<file path="src/rtl/pms_pkg.sv">
package pms_pkg;
    typedef enum logic [1:0] {
        PS_OFF   = 2'd0,
        PS_STBY  = 2'd1,
        PS_ENA   = 2'd2,
        PS_DRAIN = 2'd3
    } pwr_st_t;
endpackage

</file>
<file path="src/rtl/pms_fsm.sv">
module pms_fsm
    import pms_pkg::*;
(
    input  logic    clk,
    input  logic    rst_n,
    input  logic    mclk_present,
    input  logic    bclk_present,
    input  logic    mute_n,
    input  logic    gain_zero,
    output pwr_st_t state,
    output pwr_st_t nxt
);
    logic play_req;

    // Playback is wanted when the pin is unmuted and the bit clock runs.
    assign play_req = mute_n && bclk_present;

    // Next-state decode: loss of the master clock wins over everything.
    always_comb begin
        nxt = state;
        if (!mclk_present) begin
            nxt = PS_OFF;
        end else begin
            unique case (state)
                PS_OFF: begin
                    if (!mute_n)           nxt = PS_STBY;
                    else if (bclk_present) nxt = PS_ENA;
                    else                   nxt = PS_OFF;
                end
                PS_STBY: begin
                    if (play_req) nxt = PS_ENA;
                end
                PS_ENA: begin
                    if (!play_req) nxt = PS_DRAIN;
                end
                PS_DRAIN: begin
                    if (play_req)       nxt = PS_ENA;
                    else if (gain_zero) nxt = PS_STBY;
                end
            endcase
        end
    end

    // State register.
    always_ff @(posedge clk) begin
        if (!rst_n) state <= PS_OFF;
        else        state <= nxt;
    end
endmodule

</file>
<file path="src/rtl/pms_gain.sv">
module pms_gain
    import pms_pkg::*;
#(
    parameter int GAIN_W     = 16,
    parameter int RAMP_LEN   = 944,
    parameter int GAIN_STEP  = 64,
    parameter int HARD_DELAY = 4
)(
    input  logic              clk,
    input  logic              rst_n,
    input  pwr_st_t           state,
    input  pwr_st_t           nxt,
    input  logic              data_active,
    input  logic              sample_tick,
    output logic [GAIN_W-1:0] gain
);
    localparam logic [GAIN_W-1:0] FULL_G = GAIN_W'(RAMP_LEN * GAIN_STEP);
    localparam logic [GAIN_W-1:0] STEP_G = GAIN_W'(GAIN_STEP);
    localparam int                CNT_W  = $clog2(HARD_DELAY + 1);
    localparam logic [CNT_W-1:0]  LAST_C = CNT_W'(HARD_DELAY - 1);

    logic             soft_q;  // data was flowing when the mute began
    logic [CNT_W-1:0] hold_cnt;

    // The gain register follows the next state, so it changes on the same
    // edge as the state register.
    always_ff @(posedge clk) begin
        if (!rst_n) begin
            gain     <= '0;
            soft_q   <= 1'b0;
            hold_cnt <= '0;
        end else begin
            unique case (nxt)
                PS_ENA: begin
                    gain     <= FULL_G;
                    hold_cnt <= '0;
                end
                PS_OFF, PS_STBY: begin
                    gain     <= '0;
                    hold_cnt <= '0;
                end
                PS_DRAIN: begin
                    if (state != PS_DRAIN) begin
                        // Entering the drain: choose ramp or delayed cut.
                        soft_q   <= data_active;
                        hold_cnt <= '0;
                    end else if (sample_tick) begin
                        if (soft_q) begin
                            gain <= (gain < STEP_G) ? '0 : gain - STEP_G;
                        end else if (hold_cnt == LAST_C) begin
                            gain <= '0;
                        end else begin
                            hold_cnt <= hold_cnt + 1'b1;
                        end
                    end
                end
            endcase
        end
    end
endmodule

</file>
<file path="src/rtl/pwr_mute_seq.sv">
module pwr_mute_seq
    import pms_pkg::*;
#(
    parameter int GAIN_W     = 16,
    parameter int RAMP_LEN   = 944,
    parameter int GAIN_STEP  = 64,
    parameter int HARD_DELAY = 4
)(
    input  logic              clk,
    input  logic              rst_n,
    input  logic              mclk_present,
    input  logic              bclk_present,
    input  logic              mute_n,
    input  logic              data_active,
    input  logic              sample_tick,
    output logic [1:0]        pwr_state,
    output logic              pump_en,
    output logic              stage_en,
    output logic [GAIN_W-1:0] gain
);
    pwr_st_t state;
    pwr_st_t nxt;
    logic    gain_zero;

    assign gain_zero = (gain == '0);

    pms_fsm u_fsm (
        .clk          (clk),
        .rst_n        (rst_n),
        .mclk_present (mclk_present),
        .bclk_present (bclk_present),
        .mute_n       (mute_n),
        .gain_zero    (gain_zero),
        .state        (state),
        .nxt          (nxt)
    );

    pms_gain #(
        .GAIN_W     (GAIN_W),
        .RAMP_LEN   (RAMP_LEN),
        .GAIN_STEP  (GAIN_STEP),
        .HARD_DELAY (HARD_DELAY)
    ) u_gain (
        .clk         (clk),
        .rst_n       (rst_n),
        .state       (state),
        .nxt         (nxt),
        .data_active (data_active),
        .sample_tick (sample_tick),
        .gain        (gain)
    );

    // Output decode from the registered state.
    always_comb begin
        pwr_state = state;
        unique case (state)
            PS_OFF:   begin pump_en = 1'b0; stage_en = 1'b0; end
            PS_STBY:  begin pump_en = 1'b1; stage_en = 1'b0; end
            PS_ENA:   begin pump_en = 1'b1; stage_en = 1'b1; end
            PS_DRAIN: begin pump_en = 1'b1; stage_en = 1'b1; end
        endcase
    end
endmodule

</file>
<file path="config.mk">
export PLATFORM = sky130hd
export DESIGN_NAME = pwr_mute_seq
export DESIGN_NICKNAME = d
export VERILOG_FILES = /design/src/rtl/pms_pkg.sv /design/src/rtl/pms_fsm.sv /design/src/rtl/pms_gain.sv /design/src/rtl/pwr_mute_seq.sv
export SDC_FILE = /design/constraint.sdc
export NUM_CORES = 1
export LEC_CHECK = 0
export ABC_AREA = 1
export BUFFER_PORTS_ARGS = -buffer_cell sky130_fd_sc_hd__buf_2
export CORE_MARGIN = 2
export CORE_UTILIZATION = 45
export CTS_BUF_LIST = sky130_fd_sc_hd__clkbuf_16
export CTS_CLUSTER_SIZE = 28
export DETAILED_ROUTE_END_ITERATION = 12
export HOLD_SLACK_MARGIN = 0.03
export MAX_ROUTING_LAYER = met4
export PLACE_DENSITY = 0.69
export SYNTH_ARGS = -nofsm -noshare
export SYNTH_HDL_FRONTEND = slang
export SYNTH_SLANG_ARGS = --single-unit
</file>
<file path="constraint.sdc">
create_clock -name clk -period 1.9 [get_ports clk]
set_input_delay 0.57 -clock clk [delete_from_list [all_inputs] [get_ports clk]]
set_output_delay 0.57 -clock clk [all_outputs]
set_load 0.005 [all_outputs]
</file>
Word-level counts from Yosys, hierarchy flattened
Index checks and enable logic that the tools add are counted.

Output and inout bits: 20. Word-level logic and storage cells: 54. Register bits: 22. Input port bits: 7.

Magnitude comparators: 1. Equal/unequal tests: 14. Reductions and logical operators: 12. Mux-type cells: 21. Add/subtract/negate cells: 2.

Operators with widths (number): $mux 16 (5); $pmux 16 s3 (1); $logic_not 16->1 (1); $lt 16x7->1 const B (1); $sub 16x7->16 const B (1); $mux 2 (7); $mux 3 (4); $eq 2x2->1 const B (4); $pmux 2 s4 (1); $ne 2x2->1 const B (3); $ne 3x2->1 const B (2); $pmux 3 s2 (1); $reduce_and 3->1 (2); $reduce_or 2->1 (3); $reduce_or 3->1 (2); $eq 2x1->1 const B (2); $logic_not 2->1 (2); $pmux 1 s2 (2); $add 3x1->3 const B (1); $eq 3x2->1 const B (1); $ne 3x1->1 const B (1); $ne 3x3->1 const B (1); $reduce_and 2->1 (1); $logic_and 1x1->1 (1).

Logic depth before layout (Yosys ltp)
Gate-level depths: netlist of run 1.

Word-level depth: 8. Gate-level depth with buffers: 13.

Cells and area by module
Synthesis of run 1 repeated with hierarchy kept, for this count alone.

Cell total of the unflattened synthesis: 184. Area, all modules: 1139.8 um2.

Modules (own cells, without submodules): pms_gain (seq. area each 280.3 um2, cells each 138, area an instance 922.1 um2, instances 1); pwr_mute_seq (seq. area each 0.0 um2, cells each 29, area an instance 113.9 um2, instances 1); pms_fsm (seq. area each 40.0 um2, cells each 17, area an instance 103.8 um2, instances 1).

Worst setup path after synthesis of run 1
No wires, ideal clock.

Path type: in2reg. Start: input mute_n. End: register u_gain.gain[6]. Buffers on the path: 1. Path slack: 0.425 ns. Stages on the path: 6. Arrival: 1.359 ns. Library setup time: 0.116 ns. Cell sequence: nand2_1 > a21boi_4 > nand4_4 > buf_6 > a21oi_1 > nor2_1.

Cells in the longest elaborated chain, start to end: 7. Elaborated cells between the ends (all ways): 17. Classes of those cells: eq/ne (6); mux (7); reduce/logical (4).

RTL lines: start, declared (RTL line pwr_mute_seq.sv:13) `input logic mute_n,`; $logic_and 1x1->1 (RTL line pms_fsm.sv:16) `assign play_req = mute_n && bclk_present;`; $mux 2 (on tied branches) (RTL line pms_fsm.sv:37, pms_fsm.sv:31, pms_fsm.sv:34); $pmux 2 s4 * (RTL line pms_fsm.sv:24) `unique case (state)`; $mux 2 * (RTL line pms_fsm.sv:21) `if (!mclk_present) begin`; $eq 2x2->1 (tied with other cells) (RTL line pms_gain.sv:33) `unique case (nxt)`; $ne 3x1->1 (no line) (tied with other cells); $reduce_and 3->1 (no line) / $pmux 16 s3 (equally long branches); end signal, assigned (RTL line pms_gain.sv:49) `gain <= (gain < STEP_G) ? '0 : gain - STEP_G;`; end, declared (RTL line pms_gain.sv:15) `output logic [GAIN_W-1:0] gain`.

Mark *: on every way between the ends. The rest lies on a longest branch, timed or not. A chain may end at the register's enable or synchronous reset.

Worst setup path in the final report of run 1
Start: register u_gain.gain[6]. End: register u_gain.gain[13].

Cells in the longest elaborated chain, start to end: 8. Elaborated cells between the ends (all ways): 21. Classes of those cells: add/sub (1); order compare (1); eq/ne (6); mux (9); reduce/logical (4).

RTL lines: parallel branches: the longest is 8 deep, another holds $sub 16x7->16.

Parallel ways; which one is timed is not known. The select of a mux whose other input is x is not followed.

==> results of run 1 <==
## layout make-up
type | instances | share of cell area, %
clock buffer | 3 | 5.89
tap | 28 | 2.75
timing repair buffer | 20 | 7.86
sequential | 16 | 25.1
clock inverter | 1 | 0.295
multi-input combinational | 121 | 51.3
inverter | 23 | 6.78
## worst max path at each step
stage	end	cells past startpoint	startpoint
after detailed placement	u_gain.gain[15]	9	mute_n
after global routing	u_gain.gain[14]	11	u_gain.gain[6]
after CTS	u_gain.gain[13]	11	u_gain.gain[6]
after global placement	u_gain.gain[12]	9	mute_n
after floorplan	u_gain.gain[6]	6	mute_n
final	u_gain.gain[13]	11	u_gain.gain[6]
## flip-flops by register name (all words and copies together), names as in the netlist
name,flops
u_fsm.state,2
u_gain.gain,10
u_gain.hold_cnt,3
u_gain.soft_q,1
## kinds of logic (layout without fill, tap and decap cells)
| family | count (synthesis) | in the layout | synth area share, % |
|---|---|---|---|
| AOI/OAI and AO/OA | 20 | 20 | 10.9 |
| DFF | 16 | 16 | 29.1 |
| other | 1 | 6 | 0.341 |
| adders and majority gates | 4 | 4 | 4.55 |
| buffers and inverters | 31 | 47 | 13.3 |
| and+or+nand+nor | 86 | 86 | 37.8 |
| xor gates and xnor gates | 5 | 5 | 3.98 |
## power by group
part / internal [uW] / leakage, uW / total (uW) / switching, uW
logic: 30.3 / 0.000456 / 88.3 / 58.0
registers: 341 / 0.000129 / 346 / 5.27
clock network: 279 / 0.0000385 / 413 / 133
total: 651 / 0.000623 / 847 / 196
## Yosys cell counts, drive strengths merged
library cell,n
a211oi,1
a21boi,1
a21oi,11
buf,7
clkbuf,1
clkinv,1
conb,1
dfxtp,16
ha,4
inv,22
nand2,39
nand3,16
nand3b,2
nand4,2
nor2,26
nor3,1
o21ai,7
xor2,5
## worst min-delay path, delay by kind of cell, from the launching register on
family             cells  cell delay, ns
AOI/OAI and AO/OA      1            0.06
DFF                    1            0.32
and+or+nand+nor        1            0.06
## stage by stage
stage	util (%)	instances	instance area, um2	setup slack [ns]	power, uW
detailed placement	53.0	208	1190	0.141	441
CTS	56.5	212	1270	0.181	853
global placement	53.0	208	1190	0.160	440
global route	56.5	212	1270	0.0183	888
floorplan	-	168	1120	0.425	425
finish	56.5	212	1270	0.199	847
## layer usage
metal  global-route usage (%)  part of all wire, %
met4                     7.69                 0.98
met3                     5.08                  4.7
met1                     23.4                   46
met5                        -                    0
met2                     35.0                   48
==> impl_metrics.yaml, run 1 <==
yosys:
  synthTopCellsByArea: "dfxtp_1 29%, nand2_1 13%, inv_1 7.5%, nor2_1 7.2%, nand3_1 6.4%"
  yosys_register_bits: 16
  ys_seq_area_share_pct: 29.1
  synth_top_area_share_pct: 29.1
  syn_area_mm2: 0.00110
  yosys.area.top_type: "dfxtp_1"
  avgSynthCellArea_um2: 6.75
  synth_cells: 163
  ys_warn_count: 0
  synth_cell_types: 26
clock_network:
  clkSinkCount: 16
  cts_resized: 0
  insertion_delay_ns: 0.25
  clockRootBuffer: "clkbuf_16"
  cts_made_buffers: 3
  cts_tree: "built"
  postCtsSetupBuffers: 0
  clock_path_buffers: 2
  path_clk_slew_ns: 0.05
  cts_hold_buf: 0
  htreeDepth: 1
hold_path:
  worstHoldEndpoint: "u_gain.gain[7]"
  min_from: "u_gain.gain[7]"
  hp-class: "reg2reg"
  hold_path_depth: 2
global_routing:
  overflow: 0
  grt_pass1_vias: 969
  grt_use_total_pct: 20.7
  antenna_found_initial: 0
  grt_max_degree: 14
  grt_pass1_wl_um: 4070
flow_run:
  drv_cap: 0
worst_setup_path:
  critical_path_buf_inv_count: 2
  r2r_start: "u_gain.gain[6]"
  crit_chain: "inv_1 -> ha_1 -> nand2_1 -> inv_1 -> nand2_1 -> nor2_2 -> nand2_2 -> nand3_4 -> nor2_4 -> nand3_1 -> a21oi_1"
  worstSetupPathType: "reg2reg"
  arrival_ns: 1.87
  cp-end-kind: "flop"
  rr_worst_depth: 11
  cp_top_family: "simple AND/OR/NAND/NOR gates"
  ff2ff_setup_slack_ns: 0.20
  critPathLaunchType: "flop"
  timing.rr.end: "u_gain.gain[13]"
  slowest_delay_ns: 0.37
  cp_max_fo: 8
  cp_slowest_cell: "dfxtp_1"
  required_ns: 2.07
pwr:
  p_leak_uw: 0.000623
  peakVddDrop_v: 0.000819
  pwr_density_cell_mw_per_mm2: 665
die:
  die_area_mm2: 0.00286
  pin_count: 27
  row_count: 17
  dieHeight_um: 53.5
  start_util_pct: 48.8
  dieWidth_um: 53.5
  core-area_mm2: 0.00225
placement:
  hpwl_um: 1830
  gp_congestion: 0.876
  io_buffers: 20
cells_and_area:
  multiInputGateArea_um2: 653
  final_common_cell: "nand2_1"
  final_cell_mix: "37 x nand2_1, 22 x inv_1, 21 x nor2_1"
  nets: 196
  antenna_cells: 0
  fillCellCount: 233
  area_growth_pct: 15.7
  drive_above_1_share_pct: 19.0
  seqCellArea_um2: 320
timing:
  final.min_clock_period_ns: 1.70
  final_max_slew_viol_count: 0
  period_share_pct: 89.5
  clock_skew_ns: 0.00339
  setup_viol: 0
  rsz0062_at_grt: "no"
  hold_ws_ns: 0.488
  fmax_mhz: 588
  hold_violations: 0
  fin_setup_tns_ns: 0
routing:
  wire_per_inst_um: 11.1
  via_per_inst: 4.93
  drc_errors: 0
  final_antenna_net_count: 0
  dr_total_vias: 1045
  wl_um: 2350
  dr.pass1.iters: 4
  drtIter0Drc: 29
outcome:
  status: "finished clean"
Note: power is estimated with default switching activity, not from simulation.
==> run 2: changes to the inputs <==
--- a/config.mk
+++ b/config.mk
@@ -9,7 +9,6 @@
 export BUFFER_PORTS_ARGS = -buffer_cell sky130_fd_sc_hd__buf_2
 export CORE_MARGIN = 2
 export CORE_UTILIZATION = 45
-export CTS_BUF_LIST = sky130_fd_sc_hd__clkbuf_16
 export CTS_CLUSTER_SIZE = 28
 export DETAILED_ROUTE_END_ITERATION = 12
 export HOLD_SLACK_MARGIN = 0.03
==> run 2 against run 1 <==
Compared with the run above: die area did not move; flip-flop and latch count did not move; via count down 0.57%; register-to-register slack is essentially flat; cell count did not move; critical path type unchanged; power decreased by 21%; largest cell class unchanged; global-route usage shrank 1.0 points; first-iteration DRC count is 14% higher.
==> impl_metrics.yaml, run 2 (synthesis gave the netlist of run 1 again) <==
cells_and_area:
  fillCellCount: 231
  regMostFlops: "u_gain.gain"
  largest_register_ffs: 10
  reg_top3: "u_gain.gain x10, u_gain.hold_cnt x3, u_fsm.state x2"
  nets: 196
  final_cell_mix: "37 x nand2_1, 22 x inv_1, 21 x nor2_1"
  fin_cells: 212
  antenna_cells: 0
  design_area_mm2: 0.00123
  drive_above_1_share_pct: 19.6
  final_common_cell: "nand2_1"
  area_growth_pct: 11.8
clock_network:
  clkSinkCount: 16
  insertion_delay_ns: 0.29
  cts_made_buffers: 3
  cts_hold_buf: 0
  htreeDepth: 1
  cts_resized: 0
  clock_path_buffers: 2
  postCtsSetupBuffers: 0
  path_clk_slew_ns: 0.10
  cts_tree: "built"
  clockRootBuffer: "clkbuf_4"
worst_setup_path:
  timing.rr.end: "u_gain.gain[13]"
  rr_worst_depth: 11
  required_ns: 2.12
  cp_top_family: "simple AND/OR/NAND/NOR gates"
  cp_slowest_cell: "dfxtp_1"
  critical_path_buf_inv_count: 2
  arrival_ns: 1.94
  slowest_delay_ns: 0.38
  ff2ff_setup_slack_ns: 0.19
  critPathLaunchType: "flop"
  cp-end-kind: "flop"
  r2r_start: "u_gain.gain[6]"
  worstSetupPathType: "reg2reg"
  crit_chain: "inv_1 -> ha_1 -> nand2_1 -> inv_1 -> nand2_1 -> nor2_2 -> nand2_2 -> nand3_4 -> nor2_4 -> nand3_1 -> a21oi_1"
  cp_max_fo: 8
timing:
  hold_violations: 0
  clock_skew_ns: 0.00187
  period_share_pct: 90.1
  fin_setup_tns_ns: 0
  rsz0062_at_grt: "no"
  setup_ws_ns: 0.188
  final_max_slew_viol_count: 0
  final.min_clock_period_ns: 1.71
  setup_viol: 0
  fmax_mhz: 584
placement:
  hpwl_um: 1830
  dp_slack_ns: 0.141
  gp_congestion: 0.876
  postPlaceCellArea_mm2: 0.00119
  dp.cells: 208
  io_buffers: 20
pwr:
  peakVddDrop_v: 0.000530
  p_leak_uw: 0.000606
  pwr_density_cell_mw_per_mm2: 541
hold_path:
  hp-class: "reg2reg"
  hold_path_depth: 2
  min_from: "u_gain.gain[7]"
  worstHoldEndpoint: "u_gain.gain[7]"
die:
  dieWidth_um: 53.5
  pin_count: 27
  row_count: 17
  core-area_mm2: 0.00225
  start_util_pct: 48.8
  die_area_mm2: 0.00286
  dieHeight_um: 53.5
global_routing:
  antenna_found_initial: 0
  grt_use_total_pct: 19.6
  overflow: 0
  grt_pass1_wl_um: 3980
  grt_pass1_vias: 968
  grt_max_degree: 14
routing:
  via_per_inst: 4.90
  dr.pass1.iters: 4
  wl_met2_um: 1100
  drc_errors: 0
  drtIter0Drc: 33
  final_antenna_net_count: 0
  topRoutingLayerUsed: "met4"
  wl_met1_um: 1080
  wire_per_inst_um: 10.9
  wl_met3_um: 95
  wl_um: 2310
  dr_total_vias: 1039
outcome:
  status: "finished clean"
flow_run:
  drv_cap: 0
run 2: worst reg2reg max path, delay by kind of cell (launching register included):
kind            cells  cell delay [ns]
compound gates      1             0.16
fa+ha+maj           1             0.22
simple gates        7             0.76
buf+inv             2             0.13
flops               1             0.38
run 2: worst max-delay path by stage:
stage / end / slack (ns) / depth (start not counted) / startpoint
5_1_grt: u_gain.gain[14] / 0.02 / 11 / u_gain.gain[6]
3_5_place_dp: u_gain.gain[15] / 0.14 / 9 / mute_n
3_3_place_gp: u_gain.gain[12] / 0.16 / 9 / mute_n
4_1_cts: u_gain.gain[13] / 0.18 / 11 / u_gain.gain[6]
6_report: u_gain.gain[13] / 0.19 / 11 / u_gain.gain[6]
2_1_floorplan: u_gain.gain[6] / 0.43 / 6 / mute_n
run 2: layer usage:
| layer | up-vias | track usage [%] |
|---|---|---|
| li1 | 547 | - |
| met3 | 4 | 5.37 |
| met4 | 0 | 5.56 |
| met1 | 465 | 22.5 |
| met5 | - | - |
| met2 | 23 | 33.3 |
run 2: power breakdown:
part           switching, uW  total [uW]  internal [uW]
logic                   57.4        87.7           30.3
registers               5.19         345            340
clock network            116         233            117
total                    179         666            487
run 2: through the flow:
step | hold slack [ns] | utilization, % | power [uW]
2_1_floorplan | 0.471 | - | 425
3_3_place_gp | 0.478 | 53.0 | 440
3_5_place_dp | 0.483 | 53.0 | 441
4_1_cts | 0.491 | 54.6 | 671
5_1_grt | 0.493 | 54.6 | 704
6_report | 0.494 | 54.6 | 666
run 2: area by class of cell:
class	instances	area (um2)	share of cell area [%]
Multi-Input combinational cell	121	653	53.0
Timing Repair Buffer	20	100	8.13
Sequential cell	16	320	26.0
Inverter	23	86.3	7.01
Clock buffer	4	36.3	2.95
Tap cell	28	35.0	2.85
